<file path="src/rtl/dma_m2s_pkg.sv">
// Shared types and register-map constants for the memory-to-stream DMA channel.
// Assumes a 32-bit register port with word offsets decoded from address bits 3:2.
package dma_m2s_pkg;

    typedef enum logic [1:0] {
        ST_IDLE = 2'd0,
        ST_REQ  = 2'd1,
        ST_WAIT = 2'd2,
        ST_SEND = 2'd3
    } eng_state_t;

    localparam logic [1:0] REG_CTRL = 2'd0;
    localparam logic [1:0] REG_STAT = 2'd1;
    localparam logic [1:0] REG_SRC  = 2'd2;
    localparam logic [1:0] REG_LEN  = 2'd3;

    localparam int unsigned CTRL_RUN     = 0;
    localparam int unsigned CTRL_DONE_IE = 1;
    localparam int unsigned CTRL_ERR_IE  = 2;

    localparam int unsigned STAT_HALT = 0;
    localparam int unsigned STAT_IDLE = 1;
    localparam int unsigned STAT_DONE = 2;
    localparam int unsigned STAT_ERR  = 3;

endpackage

</file>
<file path="src/rtl/dma_m2s_lanes.sv">
// Byte-lane mask and last-beat flag from the count of bytes still to send.
// Assumes rem_i is non-zero whenever the result is used.
module dma_m2s_lanes #(
    parameter int BYTES = 4,
    parameter int LEN_W = 16
) (
    input  logic [LEN_W-1:0] rem_i,
    output logic [BYTES-1:0] keep_o,
    output logic             last_o
);

    // One comparator per byte lane: the lane is live while bytes remain beyond it.
    for (genvar i = 0; i < BYTES; i++) begin : g_lane
        assign keep_o[i] = (rem_i > LEN_W'(i));
    end

    // The beat is the final one when it can hold every remaining byte.
    assign last_o = (rem_i <= LEN_W'(BYTES));

endmodule

</file>
<file path="src/rtl/dma_m2s_regs.sv">
// Register file: control, write-one-to-clear status, source address and length.
// Decides whether a length write launches a transfer or is rejected with an error.
// Assumes ADDR_W and LEN_W do not exceed 32 and single-cycle writes.
module dma_m2s_regs
    import dma_m2s_pkg::*;
#(
    parameter int DATA_W = 32,
    parameter int ADDR_W = 32,
    parameter int LEN_W  = 16
) (
    input  logic              clk,
    input  logic              rst_n,
    input  logic              we,
    input  logic [3:0]        addr,
    input  logic [31:0]       wdata,
    output logic [31:0]       rdata,
    input  logic              busy_i,
    input  logic              done_i,
    input  logic              err_i,
    output logic              run_o,
    output logic [ADDR_W-1:0] src_o,
    output logic [LEN_W-1:0]  len_o,
    output logic              start_o,
    output logic              irq_done_o,
    output logic              irq_err_o
);

    localparam int BYTES = DATA_W / 8;
    localparam int OFS   = $clog2(BYTES);

    logic              run_q, done_ie_q, err_ie_q;
    logic              done_pend_q, err_pend_q;
    logic [ADDR_W-1:0] src_q;
    logic [LEN_W-1:0]  len_q;
    logic              hit, wr_ctrl, wr_stat, wr_src, wr_len, len_ok, reject;

    // Write decode: only word-aligned offsets select a register.
    assign hit     = we && (addr[1:0] == 2'b00);
    assign wr_ctrl = hit && (addr[3:2] == REG_CTRL);
    assign wr_stat = hit && (addr[3:2] == REG_STAT);
    assign wr_src  = hit && (addr[3:2] == REG_SRC);
    assign wr_len  = hit && (addr[3:2] == REG_LEN);

    // Launch qualification: running, idle and a non-zero byte count.
    assign len_o   = wdata[LEN_W-1:0];
    assign len_ok  = run_q && !busy_i && (len_o != '0);
    assign start_o = wr_len && len_ok;
    assign reject  = wr_len && !len_ok;

    assign run_o      = run_q;
    assign src_o      = {src_q[ADDR_W-1:OFS], {OFS{1'b0}}};
    assign irq_done_o = done_pend_q && done_ie_q;
    assign irq_err_o  = err_pend_q && err_ie_q;

    // Register updates, pending flags set by events and cleared by write-one.
    always_ff @(posedge clk) begin
        if (!rst_n) begin
            run_q       <= 1'b0;
            done_ie_q   <= 1'b0;
            err_ie_q    <= 1'b0;
            done_pend_q <= 1'b0;
            err_pend_q  <= 1'b0;
            src_q       <= '0;
            len_q       <= '0;
        end else begin
            if (wr_ctrl) begin
                run_q     <= wdata[CTRL_RUN];
                done_ie_q <= wdata[CTRL_DONE_IE];
                err_ie_q  <= wdata[CTRL_ERR_IE];
            end
            if (wr_src) begin
                src_q <= wdata[ADDR_W-1:0];
            end
            if (start_o) begin
                len_q <= len_o;
            end
            if (done_i) begin
                done_pend_q <= 1'b1;
            end else if (wr_stat && wdata[STAT_DONE]) begin
                done_pend_q <= 1'b0;
            end
            if (reject || err_i) begin
                err_pend_q <= 1'b1;
            end else if (wr_stat && wdata[STAT_ERR]) begin
                err_pend_q <= 1'b0;
            end
        end
    end

    // Read mux, zero-extended to the port width.
    always_comb begin
        rdata = '0;
        case (addr[3:2])
            REG_CTRL: begin
                rdata[CTRL_RUN]     = run_q;
                rdata[CTRL_DONE_IE] = done_ie_q;
                rdata[CTRL_ERR_IE]  = err_ie_q;
            end
            REG_STAT: begin
                rdata[STAT_HALT] = !run_q && !busy_i;
                rdata[STAT_IDLE] = !busy_i;
                rdata[STAT_DONE] = done_pend_q;
                rdata[STAT_ERR]  = err_pend_q;
            end
            REG_SRC: rdata[ADDR_W-1:0] = src_q;
            default: rdata[LEN_W-1:0]  = len_q;
        endcase
    end

    // every refused length write leaves the error flag raised.
    p_reject_flags_r4: assert property (@(posedge clk) disable iff (!rst_n)
        (wr_len && (busy_i || !run_q || (len_o == '0))) |=> err_pend_q);

endmodule

</file>
<file path="src/rtl/dma_m2s_engine.sv">
// Transfer sequencer: one read outstanding, one word per beat, byte countdown.
// Stops after the current beat when run drops; aborts on a read error.
// Assumes start_i is only presented while idle and responses come only after a request.
module dma_m2s_engine
    import dma_m2s_pkg::*;
#(
    parameter int DATA_W = 32,
    parameter int ADDR_W = 32,
    parameter int LEN_W  = 16
) (
    input  logic                clk,
    input  logic                rst_n,
    input  logic                start_i,
    input  logic                run_i,
    input  logic [ADDR_W-1:0]   src_i,
    input  logic [LEN_W-1:0]    len_i,
    output logic                busy_o,
    output logic                done_o,
    output logic                err_o,
    output logic                mem_req_valid,
    input  logic                mem_req_ready,
    output logic [ADDR_W-1:0]   mem_req_addr,
    input  logic                mem_rsp_valid,
    input  logic [DATA_W-1:0]   mem_rsp_data,
    input  logic                mem_rsp_err,
    output logic                s_valid,
    input  logic                s_ready,
    output logic [DATA_W-1:0]   s_data,
    output logic [DATA_W/8-1:0] s_keep,
    output logic                s_last
);

    localparam int BYTES = DATA_W / 8;

    eng_state_t        state_q;
    logic [ADDR_W-1:0] addr_q;
    logic [LEN_W-1:0]  rem_q;
    logic [DATA_W-1:0] data_q;
    logic              last_w;
    logic              beat_take;

    dma_m2s_lanes #(.BYTES(BYTES), .LEN_W(LEN_W)) lanes_i (
        .rem_i  (rem_q),
        .keep_o (s_keep),
        .last_o (last_w)
    );

    assign busy_o        = (state_q != ST_IDLE);
    assign mem_req_valid = (state_q == ST_REQ);
    assign mem_req_addr  = addr_q;
    assign s_valid       = (state_q == ST_SEND);
    assign s_data        = data_q;
    assign s_last        = last_w;
    assign beat_take     = s_valid && s_ready;
    assign done_o        = beat_take && last_w;
    assign err_o         = (state_q == ST_WAIT) && mem_rsp_valid && mem_rsp_err;

    // Sequencing: fetch, wait, present, then advance or finish.
    always_ff @(posedge clk) begin
        if (!rst_n) begin
            state_q <= ST_IDLE;
            addr_q  <= '0;
            rem_q   <= '0;
            data_q  <= '0;
        end else begin
            case (state_q)
                ST_IDLE: begin
                    if (start_i) begin
                        addr_q  <= src_i;
                        rem_q   <= len_i;
                        state_q <= ST_REQ;
                    end
                end
                ST_REQ: begin
                    if (mem_req_ready) begin
                        state_q <= ST_WAIT;
                    end
                end
                ST_WAIT: begin
                    if (mem_rsp_valid) begin
                        if (mem_rsp_err) begin
                            state_q <= ST_IDLE;
                        end else begin
                            data_q  <= mem_rsp_data;
                            state_q <= ST_SEND;
                        end
                    end
                end
                default: begin
                    if (s_ready) begin
                        if (last_w || !run_i) begin
                            state_q <= ST_IDLE;
                        end else begin
                            state_q <= ST_REQ;
                        end
                        addr_q <= addr_q + ADDR_W'(BYTES);
                        rem_q  <= rem_q - LEN_W'(BYTES);
                    end
                end
            endcase
        end
    end

    // a stalled beat does not move.
    p_stream_hold_r6: assert property (@(posedge clk) disable iff (!rst_n)
        (s_valid && !s_ready) |=> (s_valid && $stable(s_data) && $stable(s_keep) && $stable(s_last)));

    // an unaccepted read request keeps its address.
    p_req_hold_r2: assert property (@(posedge clk) disable iff (!rst_n)
        (mem_req_valid && !mem_req_ready) |=> (mem_req_valid && $stable(mem_req_addr)));

    // nothing follows an accepted last beat in the next cycle.
    p_last_ends_r5: assert property (@(posedge clk) disable iff (!rst_n)
        (s_valid && s_ready && s_last) |=> !s_valid);

    // the register file never launches into a busy engine.
    p_start_idle_r4: assert property (@(posedge clk) disable iff (!rst_n)
        start_i |-> !busy_o);

endmodule

</file>
<file path="src/rtl/m2s_dma.sv">
// Top of the memory-to-stream DMA channel: register file plus transfer engine.
// Assumes DATA_W is a power-of-two multiple of 8 and ADDR_W, LEN_W are at most 32.
module m2s_dma #(
    parameter int DATA_W = 32,
    parameter int ADDR_W = 32,
    parameter int LEN_W  = 16
) (
    input  logic                clk,
    input  logic                rst_n,
    input  logic                reg_we,
    input  logic [3:0]          reg_addr,
    input  logic [31:0]         reg_wdata,
    output logic [31:0]         reg_rdata,
    output logic                mem_req_valid,
    input  logic                mem_req_ready,
    output logic [ADDR_W-1:0]   mem_req_addr,
    input  logic                mem_rsp_valid,
    input  logic [DATA_W-1:0]   mem_rsp_data,
    input  logic                mem_rsp_err,
    output logic                s_valid,
    input  logic                s_ready,
    output logic [DATA_W-1:0]   s_data,
    output logic [DATA_W/8-1:0] s_keep,
    output logic                s_last,
    output logic                irq_done,
    output logic                irq_err
);

    logic              busy, done_evt, err_evt, run, start;
    logic [ADDR_W-1:0] src_word;
    logic [LEN_W-1:0]  len_val;

    dma_m2s_regs #(.DATA_W(DATA_W), .ADDR_W(ADDR_W), .LEN_W(LEN_W)) regs_i (
        .clk        (clk),
        .rst_n      (rst_n),
        .we         (reg_we),
        .addr       (reg_addr),
        .wdata      (reg_wdata),
        .rdata      (reg_rdata),
        .busy_i     (busy),
        .done_i     (done_evt),
        .err_i      (err_evt),
        .run_o      (run),
        .src_o      (src_word),
        .len_o      (len_val),
        .start_o    (start),
        .irq_done_o (irq_done),
        .irq_err_o  (irq_err)
    );

    dma_m2s_engine #(.DATA_W(DATA_W), .ADDR_W(ADDR_W), .LEN_W(LEN_W)) engine_i (
        .clk           (clk),
        .rst_n         (rst_n),
        .start_i       (start),
        .run_i         (run),
        .src_i         (src_word),
        .len_i         (len_val),
        .busy_o        (busy),
        .done_o        (done_evt),
        .err_o         (err_evt),
        .mem_req_valid (mem_req_valid),
        .mem_req_ready (mem_req_ready),
        .mem_req_addr  (mem_req_addr),
        .mem_rsp_valid (mem_rsp_valid),
        .mem_rsp_data  (mem_rsp_data),
        .mem_rsp_err   (mem_rsp_err),
        .s_valid       (s_valid),
        .s_ready       (s_ready),
        .s_data        (s_data),
        .s_keep        (s_keep),
        .s_last        (s_last)
    );

endmodule

</file>
<file path="config.mk">
export PLATFORM = sky130hd
export DESIGN_NAME = m2s_dma
export DESIGN_NICKNAME = d
export VERILOG_FILES = /design/src/rtl/dma_m2s_pkg.sv /design/src/rtl/dma_m2s_lanes.sv /design/src/rtl/dma_m2s_regs.sv /design/src/rtl/dma_m2s_engine.sv /design/src/rtl/m2s_dma.sv
export SDC_FILE = /design/constraint.sdc
export NUM_CORES = 1
export LEC_CHECK = 0
export BUFFER_PORTS_ARGS = -buffer_cell sky130_fd_sc_hd__buf_2
export CAP_MARGIN = 20
export CELL_PAD_IN_SITES_DETAIL_PLACEMENT = 1
export CELL_PAD_IN_SITES_GLOBAL_PLACEMENT = 1
export CORE_MARGIN = 2
export CORE_UTILIZATION = 41
export DETAILED_ROUTE_END_ITERATION = 8
export GPL_ROUTABILITY_DRIVEN = 0
export GPL_TIMING_DRIVEN = 0
export PLACE_DENSITY = 0.95
export SYNTH_ARGS = -nofsm -noshare
export SYNTH_HDL_FRONTEND = slang
export SYNTH_SLANG_ARGS = --single-unit
export TNS_END_PERCENT = 10
</file>
<file path="constraint.sdc">
create_clock -name clk -period 4.8 [get_ports clk]
set_input_delay 0.24 -clock clk [delete_from_list [all_inputs] [get_ports clk]]
set_output_delay 0.24 -clock clk [all_outputs]
set_load 0.05 [all_outputs]
</file>
Yosys cells after proc, flatten, opt, wreduce, memory -nomap -nowiden --
Index checks and enable logic that the tools add are counted.
Operators by class: $add $sub $neg 2, magnitude comparators 5, equality and inequality tests 9, mux-type cells 21, bitwise logic cells 2, reductions and logical operators 37
Operators by type and width (count):
- $mux W32 | 2
- $pmux W32 S2 | 1
- $mux W16 | 3
- $add A32 B3 Y32 const B | 1
- $gt A16 B1 Y1 const B | 2
- $gt A16 B2 Y1 const B | 2
- $pmux W16 S2 | 1
- $pmux W12 S2 | 1
- $logic_and A1 B1 Y1 | 18
- $le A16 B3 Y1 const B | 1
- $reduce_bool A16 Y1 | 1
- $sub A16 B3 Y16 const B | 1
- $mux W2 | 5
- $pmux W3 S3 | 1
- $eq A2 B2 Y1 const B | 4
- $reduce_bool A2 Y1 | 4
- $logic_not A2 Y1 | 3
- $pmux W2 S3 | 1
- $reduce_and A3 Y1 | 2
- $mux W1 | 5
- $eq A2 B1 Y1 const B | 2
- $ne A2 B1 Y1 const B | 2
- $reduce_and A4 Y1 | 1
- $reduce_bool A4 Y1 | 1
- other kinds (6) | 11
Word-level totals: bits in registers 135, bits of input ports 75, output and inout bits 105, logic and storage cells 87

Longest topological paths before layout --
word-level depth 8, mapped depth 9, depth with buffers taken out 7

Modules after synthesis --
Synthesis repeated with hierarchy kept, for this count alone.
Second synthesis, totals: cell total of the unflattened synthesis 909, area total of the unflattened synthesis 7139.3 sq um
By module, submodules not included:
- dma_m2s_engine | instances 1, cells each 552, area an instance 4147.7 sq um, sequential area each 1641.6 sq um
- dma_m2s_regs | instances 1, cells each 346, area an instance 2912.8 sq um, sequential area each 1061.0 sq um
- dma_m2s_lanes | instances 1, cells each 11, area an instance 78.8 sq um, sequential area each 0.0 sq um

Worst setup path before layout --
Ideal clock, no wire load.
path kind register to output, from reg engine_i.rem_q[2], to out s_keep[0], arrival time 2436 ps, required time 4560 ps, slack 2124 ps, cell stages (with the launch flop) 6, path buffers 0, cells stage by stage dfxtp_1 > inv_1 > ha_1 > nor4b_1 > nand4_1 > or3_1
On the way: word-level cells in the longest chain between the ends 1
RTL lines:
- from (decl) | line dma_m2s_engine.sv:37 | logic [LEN_W-1:0] rem_q;
- from (signal assigned) | line dma_m2s_engine.sv:70 | rem_q <= len_i;
- from (signal assigned) | line dma_m2s_engine.sv:97 | rem_q <= rem_q - LEN_W'(BYTES);
- $gt A16 B1 Y1 | line dma_m2s_lanes.sv:14 | assign keep_o[i] = (rem_i > LEN_W'(i));
- to (decl) | line m2s_dma.sv:23 | output logic [DATA_W/8-1:0] s_keep,
No other way between the ends.

Worst setup path after layout --
from reg engine_i.state_q[0], to out reg_rdata[0]
On the way: word-level cells in the longest chain between the ends 4
RTL lines:
- from (decl) | line dma_m2s_engine.sv:35 | eng_state_t state_q;
- from (signal assigned) | line dma_m2s_engine.sv:61 | state_q <= ST_IDLE;
- from (signal assigned) | line dma_m2s_engine.sv:71 | state_q <= ST_REQ;
- from (signal assigned) | line dma_m2s_engine.sv:76 | state_q <= ST_WAIT;
- $reduce_bool A2 Y1 | line dma_m2s_engine.sv:48 | assign busy_o = (state_q != ST_IDLE);
- $logic_not A1 Y1 | line dma_m2s_regs.sv:100 | rdata[STAT_HALT] = !run_q && !busy_i;
- $logic_and A1 B1 Y1 | line dma_m2s_regs.sv:100
- $pmux W3 S3 | line dma_m2s_regs.sv:93 | case (addr[3:2])
- to (decl) | line m2s_dma.sv:13 | output logic [31:0] reg_rdata,
No other way between the ends.

==> reports/metrics.cfg <==
[timing]
setup_tns_ns=0
worstMarginPinSlew_ns=0.908
fin_crit_sh_pct=78.3
hold_viol_final=0
rsz0062_at_grt=no
maxSlewHeadroom_pct=39.3
fin_crit_ns=3.76
skew_ns=0.00689
max_freq_ghz=0.266
setup_viol=0
slew_violations=0
whs_ns=0.0399

[worst_setup_path]
crit_chain=inv_1, ha_1, clkbuf_1, clkbuf_1, buf_1, nand3_1, o21ai_0, nor2_1, a21oi_1, buf_2
cp.depth=10
r2r-start=engine_i.state_q[0]
criticalPathCategory=flop to output port
crit_top_cell=clkbuf_1
cp_num_buf_inv=5
crit_path_max_fanout=10
reg2regPathDepth=8
cp.required_ns=4.56
worstPathArrival_ns=3.52
worst_setup_path_start_kind=flop
crit_path_end_kind=output port
path_delay_family=buffers and inverters
max_stage_delay_ns=0.58
crit_start=engine_i.state_q[0]
crit_slowest_cell=clkbuf_1

[synthesis]
synth_warnings=0
ys_types=66
avgSynthCellArea_sq_um=7.68
synth_flop_cell=dfxtp_1
synth-edff-count=0
syn-instance-count=872
ys_seq_area_share_pct=39.7
synthesis.area_sq_um=6700
async_flop_share_pct=0
ys_ff_latch=133

[worst_hold_path]
hp-start=mem_rsp_data[20]
whs_path_depth=3
min_path_type=input port to flop

[floorplanning]
die_area_sq_um=17400
ios=180
die_h_um=132
rows=46
core_area_sq_um=15900
die_x_um=132
initial_core_util_pct=42.0

[pwr]
p_per_area_nw_per_um2=348
ir_drop_uv=260
p_leak_nw=3.55

[final_layout]
seq_area_sq_um=2660
layout_commonest_cell=nand2_1
area_growth_pct=25.6
nets=1149
fin_util_pct=52.8
final_cell_mix=nand2_1 (199), buf_2 (187), dfxtp_1 (133)
multi_input_area_sq_um=3730
antennaDiodeCount=0
num-fill-cells=2086
layoutNonFillerInstCount=1297
layout-drive-gt1-share_pct=22.6

[flow_run]
drv_cap=0

[cts]
htree_levels=4
cts_hold_buf=0
insertion_delay_ns=0.43
cts_tree=yes
ctsResizeCount=0
numCtsBuffers=17
cts_root_buf=clkbuf_16
clockBufferDepth=2
path_clk_slew_ns=0.06
post-cts-setup-buffers=0
cts_sinks=133

[placed_design]
port_buffers=176
dp_hpwl_um=20200
place_inst=1265

[global_route]
grt_overflow=0
antenna_found_initial=1
grt_max_degree=17
grt_usage_pct=30.5
grt_pass1_vias=7790
grt_pass1_wl_um=42100

[drt]
drtIter0Drc=572
vias=7611
viasPerCell=5.87
wirelength_um=27100
postRouteAntennaNets=0
first_pass_iters=5
post_drt_wl_per_cell_um=20.9
drc=0

[status]
status=completed

## through the flow
| step | instance area (sq um) | total power, mW | setup WS (ns) |
|---|---|---|---|
| 2_1_floorplan | 6700 | 1.49 | 2.12 |
| 3_3_place_gp | 7860 | 1.65 | 1.73 |
| 3_5_place_dp | 7860 | 1.67 | 1.65 |
| 4_1_cts | 8410 | 2.92 | 1.14 |
| 5_1_grt | 8410 | 3.01 | 0.876 |
| 6_report | 8410 | 2.92 | 1.04 |
## flip-flops by register name, indices dropped and copies added (netlist names), 2 cells and up
register and count:
engine_i.s_data 32, regs_i.len_q 16, engine_i.rem_q 16, engine_i.state_q 2
regs_i.src_q 32, engine_i.mem_req_addr 30
## cells in the mapped netlist, types with 5 or more instances
library cell / n / area share [%]
a22oi_1: 5 / 0.56
nor3_1: 12 / 0.90
nand4_1: 11 / 1.0
buf_1: 5 / 0.28
o31ai_1: 7 / 0.78
a21oi_1: 112 / 8.4
nor2b_1: 15 / 1.4
nor4_1: 15 / 1.4
o22ai_1: 7 / 0.65
mux2i_1: 35 / 5.2
inv_1: 9 / 0.50
ha_1: 6 / 1.1
nand2_1: 199 / 11
nand3_1: 23 / 1.7
a31oi_1: 10 / 0.93
o21ai_0: 35 / 2.6
and2_1: 26 / 2.4
clkbuf_1: 44 / 2.5
nor2_1: 55 / 3.1
or3_1: 6 / 0.56
dfxtp_1: 133 / 40
buf_2: 11 / 0.82
o21a_1: 11 / 1.2
## worst reg2reg max path, delay by kind of cell, from the launching register on
kind	cells	cell delay, ns
flops	1	0.33
buf+inv	4	1.81
fa+ha+maj	1	0.22
compound gates	3	0.44
## routing by layer
metal | global-route usage, % | share of wire, % | vias to the layer above
met3 | 6.81 | 8.1 | 99
met5 | 0 | 0 | -
met2 | 51.0 | 47 | 401
met1 | 37.0 | 40 | 3655
li1 | - | - | 3456
met4 | 15.6 | 4.8 | 0
## worst paths after layout
| path | endpoint | slack (ns) |
|---|---|---|
| worst max register to register | engine_i.rem_q[7] | 1.87 |
| worst max-delay path | reg_rdata[0] | 1.04 |
| worst min register to register | engine_i.s_data[26] | 0.45 |
| worst min-delay path | engine_i.s_data[20] | 0.04 |
## cells by family (layout without fill, tap and decap cells)
kind of cell | count (synthesis) | count (layout) | share of synthesized area (%)
buffers and inverters | 75 | 283 | 4.65
muxes | 38 | 38 | 6.07
adders and majority gates | 6 | 6 | 1.12
and+or+nand+nor | 391 | 391 | 27.8
DFF | 133 | 133 | 39.7
AOI/OAI and AO/OA | 228 | 228 | 20.6
other | 1 | 2 | 0.0560
## where the power goes
| group | total (mW) | internal [mW] | switching, mW | leakage (nW) |
|---|---|---|---|---|
| clock | 1.26 | 0.720 | 0.545 | 0.269 |
| combinational | 0.520 | 0.138 | 0.381 | 2.21 |
| sequential | 1.14 | 1.12 | 0.0197 | 1.07 |
## cell type report
cell class | instances | share of cell area (%)
clock inverters | 13 | 1.49
plain buffers | 65 | 3.26
flip-flops and latches | 133 | 31.6
clock buffers | 19 | 5.15
well taps | 216 | 3.21
inverters | 10 | 0.446
repair buffers | 176 | 10.5
multi-input cells | 665 | 44.3
Note: power is estimated with default switching activity, not from simulation.
